$ cat config.mk
export PLATFORM = sky130hd
export DESIGN_NAME = dst_addr_filter
export DESIGN_NICKNAME = d
export VERILOG_FILES = /design/src/rtl/dfl_pkg.sv /design/src/rtl/dfl_cfg_regs.sv /design/src/rtl/dfl_addr_capture.sv /design/src/rtl/dfl_decide.sv /design/src/rtl/dst_addr_filter.sv
export SDC_FILE = /design/constraint.sdc
export NUM_CORES = 1
export LEC_CHECK = 0
export ABC_AREA = 1
export CORE_MARGIN = 2
export CORE_UTILIZATION = 51
export CTS_CLUSTER_DIAMETER = 200
export DETAILED_ROUTE_END_ITERATION = 8
export PLACE_DENSITY = 0.76
export SYNTH_ARGS = -nofsm -noshare
export SYNTH_HDL_FRONTEND = slang
export SYNTH_SLANG_ARGS = --single-unit
$ cat constraint.sdc
create_clock -name clk -period 1.14 [get_ports clk]
set_input_delay 0.114 -clock clk [delete_from_list [all_inputs] [get_ports clk]]
set_output_delay 0.114 -clock clk [all_outputs]
set_load 0.03 [all_outputs]
$ cat src/rtl/dfl_pkg.sv
package dfl_pkg;

    typedef enum logic [1:0] {
        CAP_IDLE = 2'd0,
        CAP_ADDR = 2'd1,
        CAP_TAIL = 2'd2
    } cap_state_e;

endpackage

$ cat src/rtl/dfl_cfg_regs.sv
module dfl_cfg_regs #(
    parameter int DATA_W = 32,
    parameter int HI_W   = 16,
    parameter int MASK_W = 32
) (
    input  logic              clk,
    input  logic              rst_n,
    input  logic              wr_hi,
    input  logic              wr_lo,
    input  logic              wr_mask,
    input  logic              wr_ctrl,
    input  logic [DATA_W-1:0] wdata,
    output logic [HI_W-1:0]   loc_hi,
    output logic [DATA_W-1:0] loc_lo,
    output logic [MASK_W-1:0] mask,
    output logic              mc_en
);

    typedef struct packed {
        logic [HI_W-1:0]   hi;
        logic [DATA_W-1:0] lo;
        logic [MASK_W-1:0] mask;
        logic              en;
    } cfg_t;

    cfg_t cfg_d, cfg_q;

    always_comb begin
        cfg_d = cfg_q;
        if (wr_hi)   cfg_d.hi   = wdata[HI_W-1:0];
        if (wr_lo)   cfg_d.lo   = wdata;
        if (wr_mask) cfg_d.mask = wdata[MASK_W-1:0];
        if (wr_ctrl) cfg_d.en   = wdata[0];
    end

    always_ff @(posedge clk) begin
        if (!rst_n) cfg_q <= '0;
        else        cfg_q <= cfg_d;
    end

    assign loc_hi = cfg_q.hi;
    assign loc_lo = cfg_q.lo;
    assign mask   = cfg_q.mask;
    assign mc_en  = cfg_q.en;

endmodule

$ cat src/rtl/dfl_addr_capture.sv
module dfl_addr_capture
    import dfl_pkg::*;
#(
    parameter int ADDR_BYTES = 6
) (
    input  logic                    clk,
    input  logic                    rst_n,
    input  logic                    in_valid,
    input  logic                    in_sof,
    input  logic                    in_eof,
    input  logic [7:0]              in_byte,
    output logic                    addr_done,
    output logic                    addr_trunc,
    output logic [ADDR_BYTES*8-1:0] addr_word
);

    localparam int SH_W  = (ADDR_BYTES - 1) * 8;
    localparam int CNT_W = $clog2(ADDR_BYTES);
    localparam logic [CNT_W-1:0] LAST_IDX = CNT_W'(ADDR_BYTES - 1);

    typedef struct packed {
        cap_state_e       st;
        logic [CNT_W-1:0] cnt;
        logic [SH_W-1:0]  sh;
    } cap_t;

    cap_t cap_d, cap_q;
    logic done_c, trunc_c;

    always_comb begin
        cap_d   = cap_q;
        done_c  = 1'b0;
        trunc_c = 1'b0;
        case (cap_q.st)
            CAP_IDLE: begin
                if (in_valid && in_sof) begin
                    cap_d.sh  = {cap_q.sh[SH_W-9:0], in_byte};
                    cap_d.cnt = CNT_W'(1);
                    if (in_eof) trunc_c  = 1'b1;
                    else        cap_d.st = CAP_ADDR;
                end
            end
            CAP_ADDR: begin
                if (in_valid) begin
                    if (cap_q.cnt == LAST_IDX) begin
                        done_c   = 1'b1;
                        cap_d.st = in_eof ? CAP_IDLE : CAP_TAIL;
                    end else begin
                        cap_d.sh  = {cap_q.sh[SH_W-9:0], in_byte};
                        cap_d.cnt = cap_q.cnt + CNT_W'(1);
                        if (in_eof) begin
                            trunc_c  = 1'b1;
                            cap_d.st = CAP_IDLE;
                        end
                    end
                end
            end
            CAP_TAIL: begin
                if (in_valid && in_eof) cap_d.st = CAP_IDLE;
            end
            default: cap_d.st = CAP_IDLE;
        endcase
    end

    always_ff @(posedge clk) begin
        if (!rst_n) cap_q <= '{st: CAP_IDLE, cnt: '0, sh: '0};
        else        cap_q <= cap_d;
    end

    assign addr_done  = done_c;
    assign addr_trunc = trunc_c;
    assign addr_word  = {cap_q.sh, in_byte};

endmodule

$ cat src/rtl/dfl_decide.sv
module dfl_decide #(
    parameter int ADDR_W = 48,
    parameter int MASK_W = 32
) (
    input  logic [ADDR_W-1:0] addr,
    input  logic [ADDR_W-1:0] local_addr,
    input  logic [MASK_W-1:0] mask,
    input  logic              mc_en,
    output logic              accept
);

    localparam int GROUP_BIT = ADDR_W - 8;

    logic is_bcast, is_group, subset_ok, uc_match;

    always_comb begin
        is_bcast  = &addr;
        is_group  = addr[GROUP_BIT];
        subset_ok = ((addr[MASK_W-1:0] & mask) == mask);
        uc_match  = (addr == local_addr);
        if (is_bcast)      accept = 1'b1;
        else if (is_group) accept = mc_en ? subset_ok : 1'b1;
        else               accept = uc_match;
    end

endmodule

$ cat src/rtl/dst_addr_filter.sv
module dst_addr_filter #(
    parameter int ADDR_BYTES = 6,
    parameter int DATA_W     = 32,
    parameter int MASK_W     = 32
) (
    input  logic              clk,
    input  logic              rst_n,
    input  logic              cfg_wr_hi,
    input  logic              cfg_wr_lo,
    input  logic              cfg_wr_mask,
    input  logic              cfg_wr_ctrl,
    input  logic [DATA_W-1:0] cfg_wdata,
    input  logic              in_valid,
    input  logic              in_sof,
    input  logic              in_eof,
    input  logic [7:0]        in_byte,
    output logic              dec_valid,
    output logic              dec_accept
);

    localparam int ADDR_W = ADDR_BYTES * 8;
    localparam int HI_W   = ADDR_W - DATA_W;

    logic [HI_W-1:0]   loc_hi;
    logic [DATA_W-1:0] loc_lo;
    logic [ADDR_W-1:0] local_addr;
    logic [MASK_W-1:0] mcast_mask;
    logic              mcast_en;
    logic              addr_done, addr_trunc, acc_c;
    logic [ADDR_W-1:0] addr_word;

    dfl_cfg_regs #(.DATA_W(DATA_W), .HI_W(HI_W), .MASK_W(MASK_W)) cfg_i (
        .clk(clk), .rst_n(rst_n),
        .wr_hi(cfg_wr_hi), .wr_lo(cfg_wr_lo),
        .wr_mask(cfg_wr_mask), .wr_ctrl(cfg_wr_ctrl),
        .wdata(cfg_wdata),
        .loc_hi(loc_hi), .loc_lo(loc_lo),
        .mask(mcast_mask), .mc_en(mcast_en)
    );

    assign local_addr = {loc_hi, loc_lo};

    dfl_addr_capture #(.ADDR_BYTES(ADDR_BYTES)) cap_i (
        .clk(clk), .rst_n(rst_n),
        .in_valid(in_valid), .in_sof(in_sof), .in_eof(in_eof),
        .in_byte(in_byte),
        .addr_done(addr_done), .addr_trunc(addr_trunc),
        .addr_word(addr_word)
    );

    dfl_decide #(.ADDR_W(ADDR_W), .MASK_W(MASK_W)) dec_i (
        .addr(addr_word), .local_addr(local_addr),
        .mask(mcast_mask), .mc_en(mcast_en),
        .accept(acc_c)
    );

    typedef struct packed {
        logic valid;
        logic accept;
    } dec_t;

    dec_t dec_d, dec_q;

    always_comb begin
        dec_d.valid  = addr_done | addr_trunc;
        dec_d.accept = addr_done & acc_c;
    end

    always_ff @(posedge clk) begin
        if (!rst_n) dec_q <= '0;
        else        dec_q <= dec_d;
    end

    assign dec_valid  = dec_q.valid;
    assign dec_accept = dec_q.accept;

endmodule

# ---- Word-level counts from Yosys, hierarchy flattened
# Cells that the tools add are included.
dict set report totals {
  mem_count 0
  reg_bits 128
  out_inout_bits 2
  input_bits 49
  wordCells 52
  mem_bits_ro 0
  mem_bits_rw 0
  latchBits 0
}
dict set report classes {
  div 0
  n_lt_le_gt_ge 0
  n_mux 21
  reduce_logical 7
  n_bitwise 3
  n_mul 0
  eq_ne 11
  shift 0
  add_sub_neg 1
}
# op n
set op_table {}
lappend op_table {{2-to-1 mux 45 bit} 2}
lappend op_table {{case mux 43 bit (2 select lines)} 1}
lappend op_table {{== test 48 bit} 1}
lappend op_table {{AND reduction 48 bit} 1}
lappend op_table {{2-to-1 mux 43 bit} 1}
lappend op_table {{bitwise AND 32 bit} 1}
lappend op_table {{== test 32 bit} 1}
lappend op_table {{2-to-1 mux 1 bit} 10}
lappend op_table {{2-to-1 mux 2 bit} 5}
lappend op_table {{!= test 2 bit (second input constant)} 3}
lappend op_table {{case mux 2 bit (3 select lines)} 1}
lappend op_table {{AND reduction 5 bit} 1}
lappend op_table {{!= test 2 x 1 -> 1 bit (second input constant)} 2}
lappend op_table {{AND reduction 4 bit} 1}
lappend op_table {{adder 3 x 1 -> 3 bit (second input constant)} 1}
lappend op_table {{== test 3 bit (second input constant)} 1}
lappend op_table {{!= test 3 x 2 -> 1 bit (second input constant)} 1}
lappend op_table {{== test 2 x 1 -> 1 bit (second input constant)} 1}
lappend op_table {{== test 2 bit (second input constant)} 1}
lappend op_table {{logical AND 1 bit} 2}
lappend op_table {{logical NOT 2 bit} 1}
lappend op_table {{case mux 1 bit (2 select lines)} 1}
lappend op_table {{nonzero test 2 bit} 1}
lappend op_table {{bitwise AND 1 bit} 1}
lappend op_table {{OR 1 bit} 1}

# ---- Depth between registers and ports, before layout
dict set report depth {
  ltp_word 6
  ltp_mapped 10
  mapped_depth_nobuf 10
}

# ---- Cells and area by module
# Synthesis repeated with hierarchy kept, for this count alone.
dict set report unflattened {
  hier_cells 1048
  area_unflattened_um2 6697.7
}
# mod seq_area_each_um2 instances area_per_inst_um2 cells_each
set by_module_without_submodules {}
lappend by_module_without_submodules {dfl_cfg_regs 1621.6 1 3239.4 463}
lappend by_module_without_submodules {dfl_addr_capture 900.9 1 2194.6 276}
lappend by_module_without_submodules {dfl_decide 0.0 1 1202.4 302}
lappend by_module_without_submodules {dst_addr_filter 40.0 1 61.3 7}

# ---- Worst setup path after synthesis
# No wires, ideal clock.
dict set report synth_path {
  path_kind {register to register}
  startpoint {register cap_i.cap_q[44] (netlist name)}
  endpoint {register cap_i.cap_q, in the netlist cap_i.addr_word[42]}
  arrival_time_ns 1.111
  slack_ns -0.088
  setup_time_ns 0.117
  stages_incl_launch_ff 9
  required_ns 1.023
  n_path_buf 2
  period_less_slack_ns 1.228
  path_cell_list {dfxtp_1 > buf_2 > nor2_4 > nand3_2 > nand2_2 > inv_2 > buf_6 > o21ai_1 > a21oi_1}
}
dict set report synth_via {
  elab_chain_len 3
  word_cells_on_any_way 8
  cone_classes {4 x eq/ne; 1 x mux; 3 x reduce/logical}
}
# element line_no
set synth_rtl {}
lappend synth_rtl {{start, declared} dfl_addr_capture.sv:27} ;# cap_t cap_d, cap_q;
lappend synth_rtl {{start signal, assigned} dfl_addr_capture.sv:66} ;# if (!rst_n) cap_q <= '{st: CAP_IDLE, cnt: '0, sh: '0};
lappend synth_rtl {{start signal, assigned} dfl_addr_capture.sv:67} ;# else cap_q <= cap_d;
lappend synth_rtl {{== test 2 x 1 -> 1 bit / logical NOT 2 bit (equally long branches)} dfl_addr_capture.sv:34} ;# case (cap_q.st)
lappend synth_rtl {{!= test 2 bit (no source line) (tied with other cells)} --}
lappend synth_rtl {{AND reduction 4 bit (no source line)} --}
# Several ways; a longest one is shown, not always the timed one.
# A chain may end at the register's enable or synchronous reset.

# ---- Final worst setup path
dict set report layout_path {
  startpoint {register cap_i.cap_q, in the netlist cap_i.addr_word[24]}
  endpoint {register dec_q, in the netlist dec_accept}
}
dict set report layout_via {
  elab_chain_len 6
  word_cells_on_any_way 8
  cone_classes {2 x eq/ne; 3 x mux; 2 x bitwise; 1 x reduce/logical}
}
# element line_no
set layout_rtl {}
lappend layout_rtl {{bitwise AND 32 bit} dfl_decide.sv:19} ;# subset_ok = ((addr[MASK_W-1:0] & mask) == mask);
lappend layout_rtl {{== test 32 bit} dfl_decide.sv:19}
lappend layout_rtl {{2-to-1 mux 1 bit (2 in a row)} dfl_decide.sv:22} ;# else if (is_group) accept = mc_en ? subset_ok : 1'b1;
lappend layout_rtl {{2-to-1 mux 1 bit (*)} dfl_decide.sv:21} ;# if (is_bcast) accept = 1'b1;
lappend layout_rtl {{bitwise AND 1 bit (*)} dst_addr_filter.sv:66} ;# dec_d.accept = addr_done & acc_c;
lappend layout_rtl {{end signal, assigned} dst_addr_filter.sv:70} ;# if (!rst_n) dec_q <= '0;
lappend layout_rtl {{end signal, assigned} dst_addr_filter.sv:71} ;# else dec_q <= dec_d;
lappend layout_rtl {{end, declared} dst_addr_filter.sv:62} ;# dec_t dec_d, dec_q;
# Every way passes the cells marked *; elsewhere a longest branch is shown, timed or not.

==> metrics.cfg <==
[drt]
drt_iter0_markers = 687
drtAntennaViolNets = 0
first_pass_iters = 7
totalWireLength_mm = 20.5
detailroute.via_count = 6275
wl_per_cell_um = 18.4
drt-vias-per-instance = 5.63
post-route-drc-count = 0

[synth]
yosysUniqueCellTypes = 25
synth.avg_cell_area_um2 = 6.86
synth_cells = 801
synth.net_count = 852
synth_register_bits = 128
synth-compound-area-share_pct = 20.3
simple_gate_area_share_of_the_yosys_netlist_pct = 22.1
yosys_warnings = 0
synthXorXnorAreaFrac_pct = 1.28
synth_adder_area_share_pct = 0.455
synthesis.area_mm2 = 0.00549
synth_top_family_by_area = simple AND/OR/NAND/NOR gates
ys_seq_area_share_pct = 46.6
multiplexer_fraction_of_the_synthesized_cell_area_pct = 0.182

[setup_path]
cp-startpoint = cap_i.addr_word[24]
critPathCaptureType = flip-flop
worstPathArrival_ps = 1950
timing.reg2reg.setup_slack_ps = -330
timing.reg2reg.worst_path_depth = 10
setup.worst_path.class = reg2reg
start_kind = flip-flop
worstPathRequired_ps = 1620
r2r_end = dec_accept
worstPathMaxFanout = 4
rr_startpoint = cap_i.addr_word[24]

[power]
switching_power_uw = 3890
ir_drop_worst_case_vdd_v = 0.00111
combPwrFrac_pct = 20.3
power_frac_clock_pct = 42.8
power.density_cell_area_mw_per_mm2 = 1640
leakage_uw = 0.00373
pwr-share-seq_pct = 36.9
power_switching_share_pct = 28.1
internal_power_uw = 9980

[timing]
finalSetupViolCount = 47
maxClockFrequency_mhz = 681
post-route-period-util_pct = 129
setup_ws_ps = -329
slew_viol_final = 0
worstMarginPinSlew_ps = 319
period_needed_ps = 1470
timing.clock.skew_ps = 4.04
rsz0062_at_grt = true
tightest_slew_margin_relative_to_the_limit_pct = 78.5
timing.final.hold_violations = 0
hold_slack_ps = 23.2
fin_tns_setup_ps = -9490

[min_path]
worst_hold_path_type = in2reg
whs_endpoint = cap_i.addr_word[33]
hold_start = rst_n
hold-path-cell-count = 4

[global_route]
grt_antenna_before_repair = 0
grt_pass1_wl_mm = 29.9
maximum_number_of_pins_on_one_net_before_global_route_repair = 49
vias_in_the_first_global_route = 6024
global_route.overflow_total = 0
gr-usage-all-layers_pct = 33.9

[flow_run]
drv_cap = 0

[cells_and_area]
fillerInstances = 592
post_route_cells_drive_above_1_share_pct = 33.2
finalCoreUtilization_pct = 81.5
nNetsFinal = 1016
areaGrowthSynthToFinish_pct = 53.8
antenna_cells = 0

[clock_network]
clock-sinks = 128
clock_tree.htree_level_count = 4
clk_root_buffer_cell = sky130_fd_sc_hd__clkbuf_8
insertion_delay_of_the_later_clocked_pin_in_the_worst_skew_pair_ps = 540
cts-root-to-sink-buffers = 2
cts_tree = yes
number_of_cts_inserted_buffers = 17
cts.reportedPaths.clkPinSlew_ps = 60

[floorplan]
floorplan.io_pins = 51
design.die.area_mm2 = 0.0116
floorplan.core_area_mm2 = 0.0104
dieHeight_um = 108
initial_core_util_pct = 53.0
fp-row-count = 37
dieWidth_um = 108

[placement]
post-dp-hpwl_mm = 12.0
number_of_i_o_port_buffers = 50
pre_cts_slack_ps = -547
gp_congestion = 0.912

[status]
outcome = finished with violations
failed_checks = negative setup slack

-- layer usage --
metal | GRT usage [%] | part of all wire (%)
met1 | 40.5 | 37
met2 | 56.3 | 48
met3 | 8.66 | 9.4
met4 | 16.8 | 5.9
met5 | 0 | 0
-- metrics by stage --
step | std cells | instance area (um^2) | power, uW
after floorplan | 801 | 5510 | 6140
after global placement | 1054 | 6870 | 7070
after detailed placement | 1054 | 6870 | 7150
after CTS | 1107 | 8110 | 13400
after global routing | 1114 | 8450 | 14300
final | 1114 | 8450 | 13900
-- what timing repair did --
item	CTS	global route
setup buffers	12	7
hold endpoints to repair	0	0
pin swaps	31	55
resized for setup	94	107
cloned	9	1
setup endpoints to repair	48	49
hold buffers	0	0
-- synth_stat cells, drive strengths merged --
cell type | instances | area [um^2]
inv | 86 | 323
clkbuf | 26 | 97.6
nor2 | 131 | 499
mux2i | 1 | 10.0
nand2 | 179 | 674
a31oi | 1 | 6.26
o22ai | 4 | 25.0
xor2 | 2 | 17.5
xnor2 | 6 | 52.6
nand3 | 6 | 35.0
o31ai | 2 | 15.0
buf | 11 | 71.3
ha | 2 | 25.0
a21oi | 83 | 415
o21ai | 131 | 656
nor3 | 1 | 5.00
clkinv | 1 | 3.75
dfxtp | 128 | 2560
-- cell type report --
class,count,area [um^2],share of cell area [%]
Clock buffer,18,428,5.06
Clock inverter,14,213,2.52
Sequential cell,128,2610,30.9
Timing Repair inverter,1,6.26,0.0740
Timing Repair Buffer,179,1770,20.9
Inverter,87,339,4.01
Tap cell,136,170,2.01
Multi-Input combinational cell,551,2910,34.5
-- worst max-delay path: stages (launching register included) --
cell,delay [ps]
sky130_fd_sc_hd__dfxtp_2,360
sky130_fd_sc_hd__inv_1,70
sky130_fd_sc_hd__nand2_1,80
sky130_fd_sc_hd__nand2_1,70
sky130_fd_sc_hd__nor2_1,180
sky130_fd_sc_hd__nand2_2,100
sky130_fd_sc_hd__nor2_4,140
sky130_fd_sc_hd__nand2_2,120
sky130_fd_sc_hd__nand2_2,90
sky130_fd_sc_hd__nand2_2,60
sky130_fd_sc_hd__a21oi_2,130
-- registers in the layout (all words and copies together), names as in the netlist --
signal / count
cap_i.addr_word: 40
cfg_i.loc_lo: 32
cfg_i.mask: 32
cfg_i.loc_hi: 16
cap_i.cap_q: 5
cfg_i.mc_en: 1
dec_accept: 1
dec_valid: 1
-- cells by family after synthesis --
group,Yosys count
xor gates and xnor gates,8
muxes,1
and+or+nand+nor,317
adders and majority gates,2
DFF,128
buffers and inverters,124
AOI/OAI and AO/OA,221
-- worst max-delay path by stage --
stage	to	slack, ps	cells past startpoint
after floorplan	cap_i.addr_word[42]	-20	8
after global placement	dec_accept	-510	11
after detailed placement	dec_accept	-550	11
after CTS	dec_accept	-220	10
after global routing	dec_accept	-420	10
final	dec_accept	-330	10
-- placed cells by master (no fill, tap or decap), drive strengths merged --
cell	count
xnor2	6
nor2	131
clkbuf	19
clkinv	5
clkdlybuf4s50	47
xor2	2
o22ai	4
buf	131
mux2i	1
clkinvlp	4
nand2	181
a31oi	1
a21oi	83
inv	88
nand3	6
o21ai	131
ha	2
dfxtp	128
o31ai	2
bufinv	5
nor3	1
-- power by group through the flow --
stage	Sequential [uW]	Clock (uW)	Combinational, uW
global route	5150	6120	3010
global placement	5140	0	1940
finish	5120	5930	2820
floorplan	5080	0	1060
detailed placement	5150	0	2000
CTS	5070	5890	2420
(Power assumes the default switching activity.)
